--- src/rtl/pg_relay_pkg.sv ---
package pg_relay_pkg;

    typedef enum logic [1:0] {
        PH_LOW  = 2'd0,
        PH_WAIT = 2'd1,
        PH_HIGH = 2'd2
    } pg_phase_e;

    function automatic int unsigned cnt_width(input int unsigned n);
        return (n < 2) ? 1 : $clog2(n + 1);
    endfunction

endpackage

--- src/rtl/pg_sync.sv ---
module pg_sync #(
    parameter int unsigned W      = 2,
    parameter int unsigned STAGES = 2
) (
    input  logic         clk,
    input  logic         rst_n,
    input  logic [W-1:0] async_i,
    output logic [W-1:0] sync_o
);
    logic [W-1:0] stg_d [STAGES];
    logic [W-1:0] stg_q [STAGES];

    always_comb begin
        stg_d[0] = async_i;
        for (int i = 1; i < STAGES; i++) begin
            stg_d[i] = stg_q[i-1];
        end
    end

    always_ff @(posedge clk or negedge rst_n) begin
        if (!rst_n) begin
            for (int i = 0; i < STAGES; i++) begin
                stg_q[i] <= '0;
            end
        end else begin
            for (int i = 0; i < STAGES; i++) begin
                stg_q[i] <= stg_d[i];
            end
        end
    end

    assign sync_o = stg_q[STAGES-1];
endmodule

--- src/rtl/pg_rise_gate.sv ---
module pg_rise_gate
    import pg_relay_pkg::*;
#(
    parameter int unsigned DLY_MS = 1
) (
    input  logic clk,
    input  logic rst_n,
    input  logic lvl_i,
    input  logic tick_i,
    output logic lvl_o,
    output logic flip_o
);
    localparam int unsigned CW = cnt_width(DLY_MS);

    typedef struct packed {
        pg_phase_e       phase;
        logic [CW-1:0]   cnt;
    } gate_st_t;

    gate_st_t st_d, st_q;

    generate
        if (DLY_MS == 0) begin : g_immediate
            always_comb begin
                st_d       = st_q;
                st_d.cnt   = '0;
                st_d.phase = lvl_i ? PH_HIGH : PH_LOW;
            end
        end else begin : g_delayed
            localparam logic [CW-1:0] LAST = CW'(DLY_MS - 1);
            always_comb begin
                st_d = st_q;
                unique case (st_q.phase)
                    PH_LOW: begin
                        st_d.cnt = '0;
                        if (lvl_i) st_d.phase = PH_WAIT;
                    end
                    PH_WAIT: begin
                        if (!lvl_i) begin
                            st_d.phase = PH_LOW;
                            st_d.cnt   = '0;
                        end else if (tick_i) begin
                            if (st_q.cnt == LAST) begin
                                st_d.phase = PH_HIGH;
                                st_d.cnt   = '0;
                            end else begin
                                st_d.cnt = st_q.cnt + 1'b1;
                            end
                        end
                    end
                    PH_HIGH: begin
                        st_d.cnt = '0;
                        if (!lvl_i) st_d.phase = PH_LOW;
                    end
                    default: begin
                        st_d.phase = PH_LOW;
                        st_d.cnt   = '0;
                    end
                endcase
            end
        end
    endgenerate

    always_ff @(posedge clk or negedge rst_n) begin
        if (!rst_n) begin
            st_q.phase <= PH_LOW;
            st_q.cnt   <= '0;
        end else begin
            st_q <= st_d;
        end
    end

    assign lvl_o  = (st_q.phase == PH_HIGH);
    assign flip_o = (st_d.phase == PH_HIGH) != (st_q.phase == PH_HIGH);
endmodule

--- src/rtl/pgood_relay.sv ---
module pgood_relay
    import pg_relay_pkg::*;
#(
    parameter int unsigned SYNC_STAGES = 2,
    parameter int unsigned MAIN_DLY_MS = 1,
    parameter int unsigned STBY_DLY_MS = 10,
    parameter bit          STBY_DLY_EN = 1'b1
) (
    input  logic clk,
    input  logic rst_n,
    input  logic ms_tick,
    input  logic stby_pg_in,
    input  logic main_pg_in,
    output logic rsm_rst_n,
    output logic host_pwrok,
    output logic out_chg
);
    localparam int unsigned STBY_EFF = STBY_DLY_EN ? STBY_DLY_MS : 0;

    typedef struct packed {
        logic chg;
    } top_st_t;

    logic [1:0] pg_sync_w;
    logic       stby_qual, main_qual;
    logic       stby_lvl, main_lvl;
    logic       stby_flip, main_flip;
    top_st_t    top_d, top_q;

    pg_sync #(.W(2), .STAGES(SYNC_STAGES)) u_sync (
        .clk     (clk),
        .rst_n   (rst_n),
        .async_i ({main_pg_in, stby_pg_in}),
        .sync_o  (pg_sync_w)
    );

    // Main rail counts only while standby rail is good.
    assign stby_qual = pg_sync_w[0];
    assign main_qual = pg_sync_w[1] & pg_sync_w[0];

    pg_rise_gate #(.DLY_MS(STBY_EFF)) u_stby_gate (
        .clk    (clk),
        .rst_n  (rst_n),
        .lvl_i  (stby_qual),
        .tick_i (ms_tick),
        .lvl_o  (stby_lvl),
        .flip_o (stby_flip)
    );

    pg_rise_gate #(.DLY_MS(MAIN_DLY_MS)) u_main_gate (
        .clk    (clk),
        .rst_n  (rst_n),
        .lvl_i  (main_qual),
        .tick_i (ms_tick),
        .lvl_o  (main_lvl),
        .flip_o (main_flip)
    );

    always_comb begin
        top_d     = top_q;
        top_d.chg = stby_flip | main_flip;
    end

    always_ff @(posedge clk or negedge rst_n) begin
        if (!rst_n) top_q <= '0;
        else        top_q <= top_d;
    end

    assign rsm_rst_n  = stby_lvl;
    assign host_pwrok = main_lvl;
    assign out_chg    = top_q.chg;
endmodule

--- config.mk ---
export PLATFORM = sky130hd
export DESIGN_NAME = pgood_relay
export DESIGN_NICKNAME = d
export VERILOG_FILES = /design/src/rtl/pg_relay_pkg.sv /design/src/rtl/pg_sync.sv /design/src/rtl/pg_rise_gate.sv /design/src/rtl/pgood_relay.sv
export SDC_FILE = /design/constraint.sdc
export NUM_CORES = 1
export LEC_CHECK = 0
export BUFFER_PORTS_ARGS = -buffer_cell sky130_fd_sc_hd__buf_4
export CELL_PAD_IN_SITES_DETAIL_PLACEMENT = 1
export CELL_PAD_IN_SITES_GLOBAL_PLACEMENT = 1
export CORE_UTILIZATION = 41
export CTS_CLUSTER_SIZE = 10
export DETAILED_ROUTE_END_ITERATION = 10
export GPL_TIMING_DRIVEN = 1
export PLACE_DENSITY_LB_ADDON = 0.1
export REMOVE_ABC_BUFFERS = 1
export SETUP_SLACK_MARGIN = 0.4
export SYNTH_ARGS = -nofsm -noshare
export SYNTH_HDL_FRONTEND = slang
export SYNTH_HIERARCHICAL = 1
export SYNTH_SLANG_ARGS = --single-unit
--- constraint.sdc ---
create_clock -name clk -period 1.6 [get_ports clk]
set_input_delay 0.32 -clock clk [delete_from_list [all_inputs] [get_ports clk]]
set_output_delay 0.32 -clock clk [all_outputs]
set_load 0.02 [all_outputs]
# After elaboration in Yosys (flattened, before gate mapping)
# Index checks and enable logic that the tools add are counted.
# totals
regBits	14
elab_cells	38
output_inout_bits	3
input_bits	5
# classes
n_eq_ne	11
reduce_logical	2
bitwise	2
muxes	14
addsub	2
# op_table
cell	count
$pmux 6 s3	1
$mux 2	6
$mux 6	2
$pmux 3 s3	1
$eq 2x2->1 const B	4
$mux 3	2
$ne 3x3->1 const B	2
$add 4x1->4 const B	1
$eq 2x1->1 const B	2
$eq 4x4->1 const B	1
$logic_not 2->1	2
$mux 4	1
$ne 1x1->1	2
$add 1x1->1 const B	1
$and 1x1->1	1
$mux 1	1
$or 1x1->1	1

# Longest topological paths before layout
# Gate-level depths: netlist of run 1.
# depth
depth_word	8
mapped_depth	6
ltp_nobuf	6

# By module
# Netlist of run 1, hierarchy kept.
# by_module_without_submodules
mod	area_each_um2	seq_area_each_um2	cells_each	n_inst
pg_rise_gate at u_stby_gate	347.8	150.1	37	1
pg_rise_gate at u_main_gate	105.1	50.0	8	1
pg_sync	100.1	100.1	4	1
pgood_relay	37.5	25.0	3	1

# Worst setup path after synthesis of run 1
# Ideal clock, no wire load.
# synth_timing
path_type	reg2reg
from	register u_stby_gate/st_q[0] (netlist name)
to	register u_stby_gate/st_q[2] (netlist name)
n_path_buf	0
path_slack_ns	0.263
t_required_ns	1.526
setup_time_ns	0.074
synth_period_minus_slack_ns	1.337
t_arrival_ns	1.264
path_stages_with_launch	5
path_cell_list	dfrtp_1 > ha_1 > and3b_1 > or3_1 > a21oi_2
# synth_between
elab_chain_cells	5
word_cells_on_any_way	6
cone_classes	add/sub: 1; eq/ne: 1; mux: 4
# synth_lines
element	line	rtl
start, declared	pg_rise_gate.sv:20	gate_st_t st_d, st_q;
start signal, assigned	pg_rise_gate.sv:69	st_q <= st_d;
$add 4x1->4 / $eq 4x4->1 (equally long branches)	pg_rise_gate.sv:47, pg_rise_gate.sv:43	
$mux 4 *	pg_rise_gate.sv:43	if (st_q.cnt == LAST) begin
$mux 6 *	pg_rise_gate.sv:42	end else if (tick_i) begin
$mux 6 *	pg_rise_gate.sv:39	if (!lvl_i) begin
$pmux 6 s3 *	pg_rise_gate.sv:33	unique case (st_q.phase)
# Mark *: on every way between the ends. The rest lies on a longest branch, timed or not. The select of a mux whose other input is x is not followed.
# A chain may end at the register's enable or synchronous reset.

# Worst setup path after layout of run 1
# Same ends and word-level chain as after synthesis.

==> results of run 1 <==
==> cell usage after synthesis (2+ instances only) <==
cell type / count
dfrtp_1: 13
nand2_1: 4
a21boi_0: 2
o21ai_0: 3
nand3b_1: 4
nand2b_1: 3
ha_1: 2
a21oi_1: 3
inv_1: 3
==> flip-flops by register name (all words and copies together), names as in the netlist <==
name / cells
out_chg: 1
u_main_gate/st_q: 2
u_stby_gate/st_q: 6
u_sync/stg_d: 2
u_sync/sync_o: 2
==> path summary, 6_finish.rpt <==
kind / start / to / slack, ns / cells past startpoint
max reg2reg: u_stby_gate/st_q[0] / u_stby_gate/st_q[2] / 0.22 / 4
min: stby_pg_in / u_sync/stg_d[0] / 0.15 / 1
max: u_stby_gate/st_q[0] / u_stby_gate/st_q[2] / 0.22 / 4
min reg2reg: u_sync/stg_d[1] / u_sync/sync_o[1] / 0.35 / 0
min in group asynchronous: rst_n / u_stby_gate/st_q[2] / 0.42 / 2
max in group asynchronous: rst_n / u_stby_gate/st_q[5] / 1.01 / 2
==> through the flow <==
stage | utilization, % | total power [mW]
after floorplan | - | 0.371
after global placement | 50.0 | 0.392
after detailed placement | 50.0 | 0.397
after CTS | 57.6 | 0.606
after global routing | 63.7 | 0.642
final | 63.7 | 0.621
==> final cells by class <==
cell class / count / area (µm²) / area share [%]
Timing Repair Buffer: 19 / 156 / 18.6
Sequential cell: 13 / 325 / 38.7
Tap cell: 15 / 18.8 / 2.24
Clock buffer: 4 / 26.3 / 3.13
Inverter: 3 / 11.3 / 1.34
Multi-Input combinational cell: 35 / 302 / 35.9
==> kinds of logic after synthesis <==
logic type	synth area share, %
buffers and inverters	2.54
and+or+nand+nor	22.9
DFF	55.1
adders and majority gates	4.24
AOI/OAI and AO/OA	15.3
==> report_power, final <==
part / leakage [nW] / internal, mW / switching [mW]
Combinational: 0.205 / 0.0352 / 0.0350
Sequential: 0.168 / 0.339 / 0.00812
Clock: 0.0150 / 0.0966 / 0.108
==> timing repair <==
| action | 4_1_cts | 5_1_grt |
|---|---|---|
| resized for setup | 7 | 12 |
| pin swaps | 2 | 5 |
| setup endpoints to repair | 5 | 6 |
| buffers inserted | 6 | 5 |
| hold endpoints to repair | 13 | 0 |
| hold buffers | 1 | 0 |
==> metal layers <==
| metal | vias up | wire [µm] |
|---|---|---|
| met5 | - | 0 |
| met4 | 0 | 23 |
| met3 | 4 | 69 |
| met2 | 18 | 887 |
| met1 | 246 | 731 |
| li1 | 227 | - |
==> results.cfg, run 1 <==
[run_status]
result_of_the_run = finished, final reports clean

[global_routing]
grt.overflow.total = 0
overall_track_demand_over_capacity_in_global_routing_pct = 24.8
grt_pass1_vias = 517
gr-usage-met1_pct = 28.6
grt-busiest-layer = met2
grt_max_degree = 14
antenna_found_initial = 0
globalRouteMet2Util_pct = 39.1
grt.met3_usage_pct = 7.22
grt_first_pass_wirelength_um = 2400

[placed_design]
dp_worst_setup_slack_ns = 0.165
placement.io_buffers = 7
place.gp.congestion = 0.721
placedCellCount = 73
detailed_place_hpwl_um = 923
placedInstanceArea_um2 = 658

[cells_and_area]
most_common_library_cell_in_the_layout_ignoring_fill_and_taps = buf_4
final_cell_mix = buf_4, dfrtp_1, nand2_1, nand3b_1
synthToLayoutAreaGrowth_pct = 42.2
fill_cells = 141
finish.instance_area_um2 = 840
drive_above_1_share_pct = 48.6
antenna_cells_inserted = 0
nNetsFinal = 82
final_cell_count_no_fill = 89

[sta]
rsz0062_at_grt = true
hold-worst-slack_ns = 0.152
report.final.setup_viol = 0
setup_total_negative_slack_ns = 0
finalWorstPathRequiredPeriod_ns = 1.38
worst_slew_margin_rel_pct = 84.2
fmax_ghz = 0.722
worst_slew_pin_slew_ns = 0.236
worst_slack_ns = 0.216
clock-skew-final_ns = 0.00656
min_period_over_period_pct = 86.5
final_max_slew_viol_count = 0
final-hold-violation-count = 0

[clocking]
tritoncts = done
clkSinkCount = 13
clock_tree.htree_level_count = 1
tritoncts.num_buffers = 3
cts.root.buffer_cell = clkbuf_4
clk_pin_slew_worst_paths_ns = 0.08
clkLatencyLatePin_ns = 0.28
cts-root-to-sink-buffers = 2

[run]
maxCapViolations = 0

[worst_setup_path]
cp.buffers_inverters = 0
worst_path_largest_cell_delay_ns = 0.43
start_kind = flip-flop
worstPathMaxFanout = 3
crit_path_top_delay_cell = dfrtp_1
timing.critical_path.to_type = flip-flop
setup.worst_path.class = flip-flop to flip-flop
timing.critical_path.arrival_ns = 1.59
cpLargestDelayFamily = simple AND/OR/NAND/NOR gates
crit_chain = ha_4 > and3b_2 > or3_4 > a21oi_2
critical_path_required_ns = 1.80

[floorplan]
rows = 13
initial_utilization_pct = 44.8
floorplan.die.width_um = 40.0
floorplan.io_pins = 8
floorplan_core_area_um2 = 1320
floorplan.die_area_um2 = 1600
vert_die_dim_um = 40.0

[worst_hold_path]
class_of_the_tightest_hold_or_removal_check = input pin to flip-flop

[yosys]
async_sr_flop_fraction_pct = 100
synth_top_cell_by_area = dfrtp_1
synth_seq_cells = 13
synth_enable_flop_cells = 0
dominant_synthesized_flop_cell = dfrtp_1
synth_cells = 52
yosysTopAreaCellShare_pct = 55.1
yosys.cell_types.count = 24
syn-mean-instance-area_um2 = 11.4
synth-seq-area-share_pct = 55.1
synth.area.top_cells = dfrtp_1, nand3b_1, ha_1, nand2b_1, a21oi_1
synth.cell_area_um2 = 591
synthesis.yosys.warnings = 6

[routing]
drc = 0
drt-wirelength-per-cell_um = 19.2
ant_nets = 0
drt_iter0_drc = 11
drt-total-wl_um = 1710
vias = 495
viasPerCell = 5.56
drtPass1Iterations = 4

[pwr]
power_per_cell_area_nw_per_um2 = 740
power.static_leakage_nw = 0.389
irDropWorstVdd_mv = 0.454
Note: power is estimated with default switching activity, not from simulation.
==> inputs of run 2 (changes only) <==
--- a/config.mk
+++ b/config.mk
@@ -12,7 +12,7 @@
 export CTS_CLUSTER_SIZE = 10
 export DETAILED_ROUTE_END_ITERATION = 10
 export GPL_TIMING_DRIVEN = 1
-export PLACE_DENSITY_LB_ADDON = 0.1
+export PLACE_DENSITY = 0.81
 export REMOVE_ABC_BUFFERS = 1
 export SETUP_SLACK_MARGIN = 0.4
 export SYNTH_ARGS = -nofsm -noshare
==> results.cfg, run 2 (synthesized netlist as in run 1, its figures left out) <==
[pwr]
power_per_cell_area_nw_per_um2 = 766
irDropWorstVdd_mv = 0.420
p_total_mw = 0.612
power.static_leakage_nw = 0.373

[placed_design]
place.gp.congestion = 0.727
detailed_place_hpwl_um = 915
dp_worst_setup_slack_ns = 0.156
placedCellCount = 73
placement.io_buffers = 7
placedInstanceArea_um2 = 658

[worst_setup_path]
worstPathMaxFanout = 3
setup.worst_path.class = flip-flop to flip-flop
critical_path_required_ns = 1.77
timing.critical_path.to_type = flip-flop
timing.critical_path.arrival_ns = 1.50
reg2reg_slack_ns = 0.27
start_kind = flip-flop

[clocking]
tritoncts.num_buffers = 3
clock_tree.htree_level_count = 1
tritoncts = done
cts.root.buffer_cell = clkbuf_4
cts-root-to-sink-buffers = 2
clkLatencyLatePin_ns = 0.28
clkSinkCount = 13
clk_pin_slew_worst_paths_ns = 0.08

[floorplan]
floorplan_core_area_um2 = 1320
initial_utilization_pct = 44.8
floorplan.die_area_um2 = 1600
rows = 13
floorplan.io_pins = 8
floorplan.die.width_um = 40.0
vert_die_dim_um = 40.0

[routing]
viasPerCell = 5.48
ant_nets = 0
drtPass1Iterations = 4
vias = 482
drt-wirelength-per-cell_um = 16.7
drt-total-wl_um = 1470
drc = 0
drt_iter0_drc = 6

[sta]
final_max_slew_viol_count = 0
final-hold-violation-count = 0
fmax_ghz = 0.752
worst_slew_pin_slew_ns = 0.231
finalWorstPathRequiredPeriod_ns = 1.33
min_period_over_period_pct = 83.1
clock-skew-final_ns = 0.00725
setup_total_negative_slack_ns = 0
report.final.setup_viol = 0
worst_slew_margin_rel_pct = 84.6
rsz0062_at_grt = true
worst_slack_ns = 0.271

[global_routing]
overall_track_demand_over_capacity_in_global_routing_pct = 24.9
grt.overflow.total = 0
grt_pass1_vias = 516
globalRouteMet2Util_pct = 44.8
antenna_found_initial = 0
grt_first_pass_wirelength_um = 2410
grt-busiest-layer = met2
grt.met3_usage_pct = 8.33
gr-usage-met1_pct = 26.3
grt_max_degree = 14

[cells_and_area]
synthToLayoutAreaGrowth_pct = 35.2
final_cell_mix = buf_4, dfrtp_1, nand2_1, nand3b_1
most_common_library_cell_in_the_layout_ignoring_fill_and_taps = buf_4
drive_above_1_share_pct = 38.4
largest_register = u_stby_gate/st_q
nNetsFinal = 81
final_cell_count_no_fill = 88
largest_register_ff_count = 6
finish.instance_area_um2 = 798
fill_cells = 142
antenna_cells_inserted = 0
multiInputGateArea_um2 = 272
sequential_cell_area_um2 = 325

[run_status]
result_of_the_run = finished, final reports clean

[run]
maxCapViolations = 0

[worst_hold_path]
class_of_the_tightest_hold_or_removal_check = input pin to flip-flop
==> run 2: routing by layer <==
layer  wire (µm)  vias up
li1            -      225
met1         578      243
met2         848       14
met5           0        -
met3          45        0
met4           0        0
==> run 2: worst max-delay path, stage by stage, from the launching register on <==
cell	delay, ns
dfrtp_1	0.40
ha_2	0.18
and3b_2	0.23
nand3_1	0.12
o2bb2ai_1	0.08
or2_1	0.22
==> run 2: cell type report <==
type | count | share of cell area (%)
flip-flops and latches | 13 | 40.8
multi-input cells | 35 | 34.0
repair buffers | 18 | 18.2
clock buffers | 4 | 3.29
well taps | 15 | 2.35
inverters | 3 | 1.41
==> run 2: per-stage QoR <==
stage / utilization (%) / hold WS (ns)
floorplan: - / 0.0244
global placement: 50.0 / 0.172
detailed placement: 50.0 / 0.174
CTS: 59.6 / 0.143
global route: 60.6 / 0.129
finish: 60.6 / 0.149
==> run 2: where the power goes <==
part,internal (mW),switching [mW],total [mW]
Clock,0.0967,0.109,0.206
Combinational,0.0301,0.0309,0.0610
Sequential,0.339,0.00627,0.345
==> run 2: worst paths after layout <==
kind                                          start                   to  depth (start not counted)
worst max-delay path            u_stby_gate/st_q[0]              out_chg                          5
worst min-delay path                     stby_pg_in      u_sync/stg_d[0]                          1
worst max register to register  u_stby_gate/st_q[0]              out_chg                          5
worst min register to register      u_sync/stg_d[1]     u_sync/sync_o[1]                          0
max in group asynchronous                     rst_n     u_sync/sync_o[1]                          2
min in group asynchronous                     rst_n  u_main_gate/st_q[2]                          2
==> run 2: what timing repair did <==
| action | 4_1_cts | 5_1_grt |
|---|---|---|
| endpoints found under the setup margin | 5 | 7 |
| endpoints found under the hold margin | 13 | 0 |
| pin swaps | 4 | 2 |
| setup buffers | 9 | 1 |
| hold buffers | 1 | 0 |
| gates resized for setup | 8 | 1 |
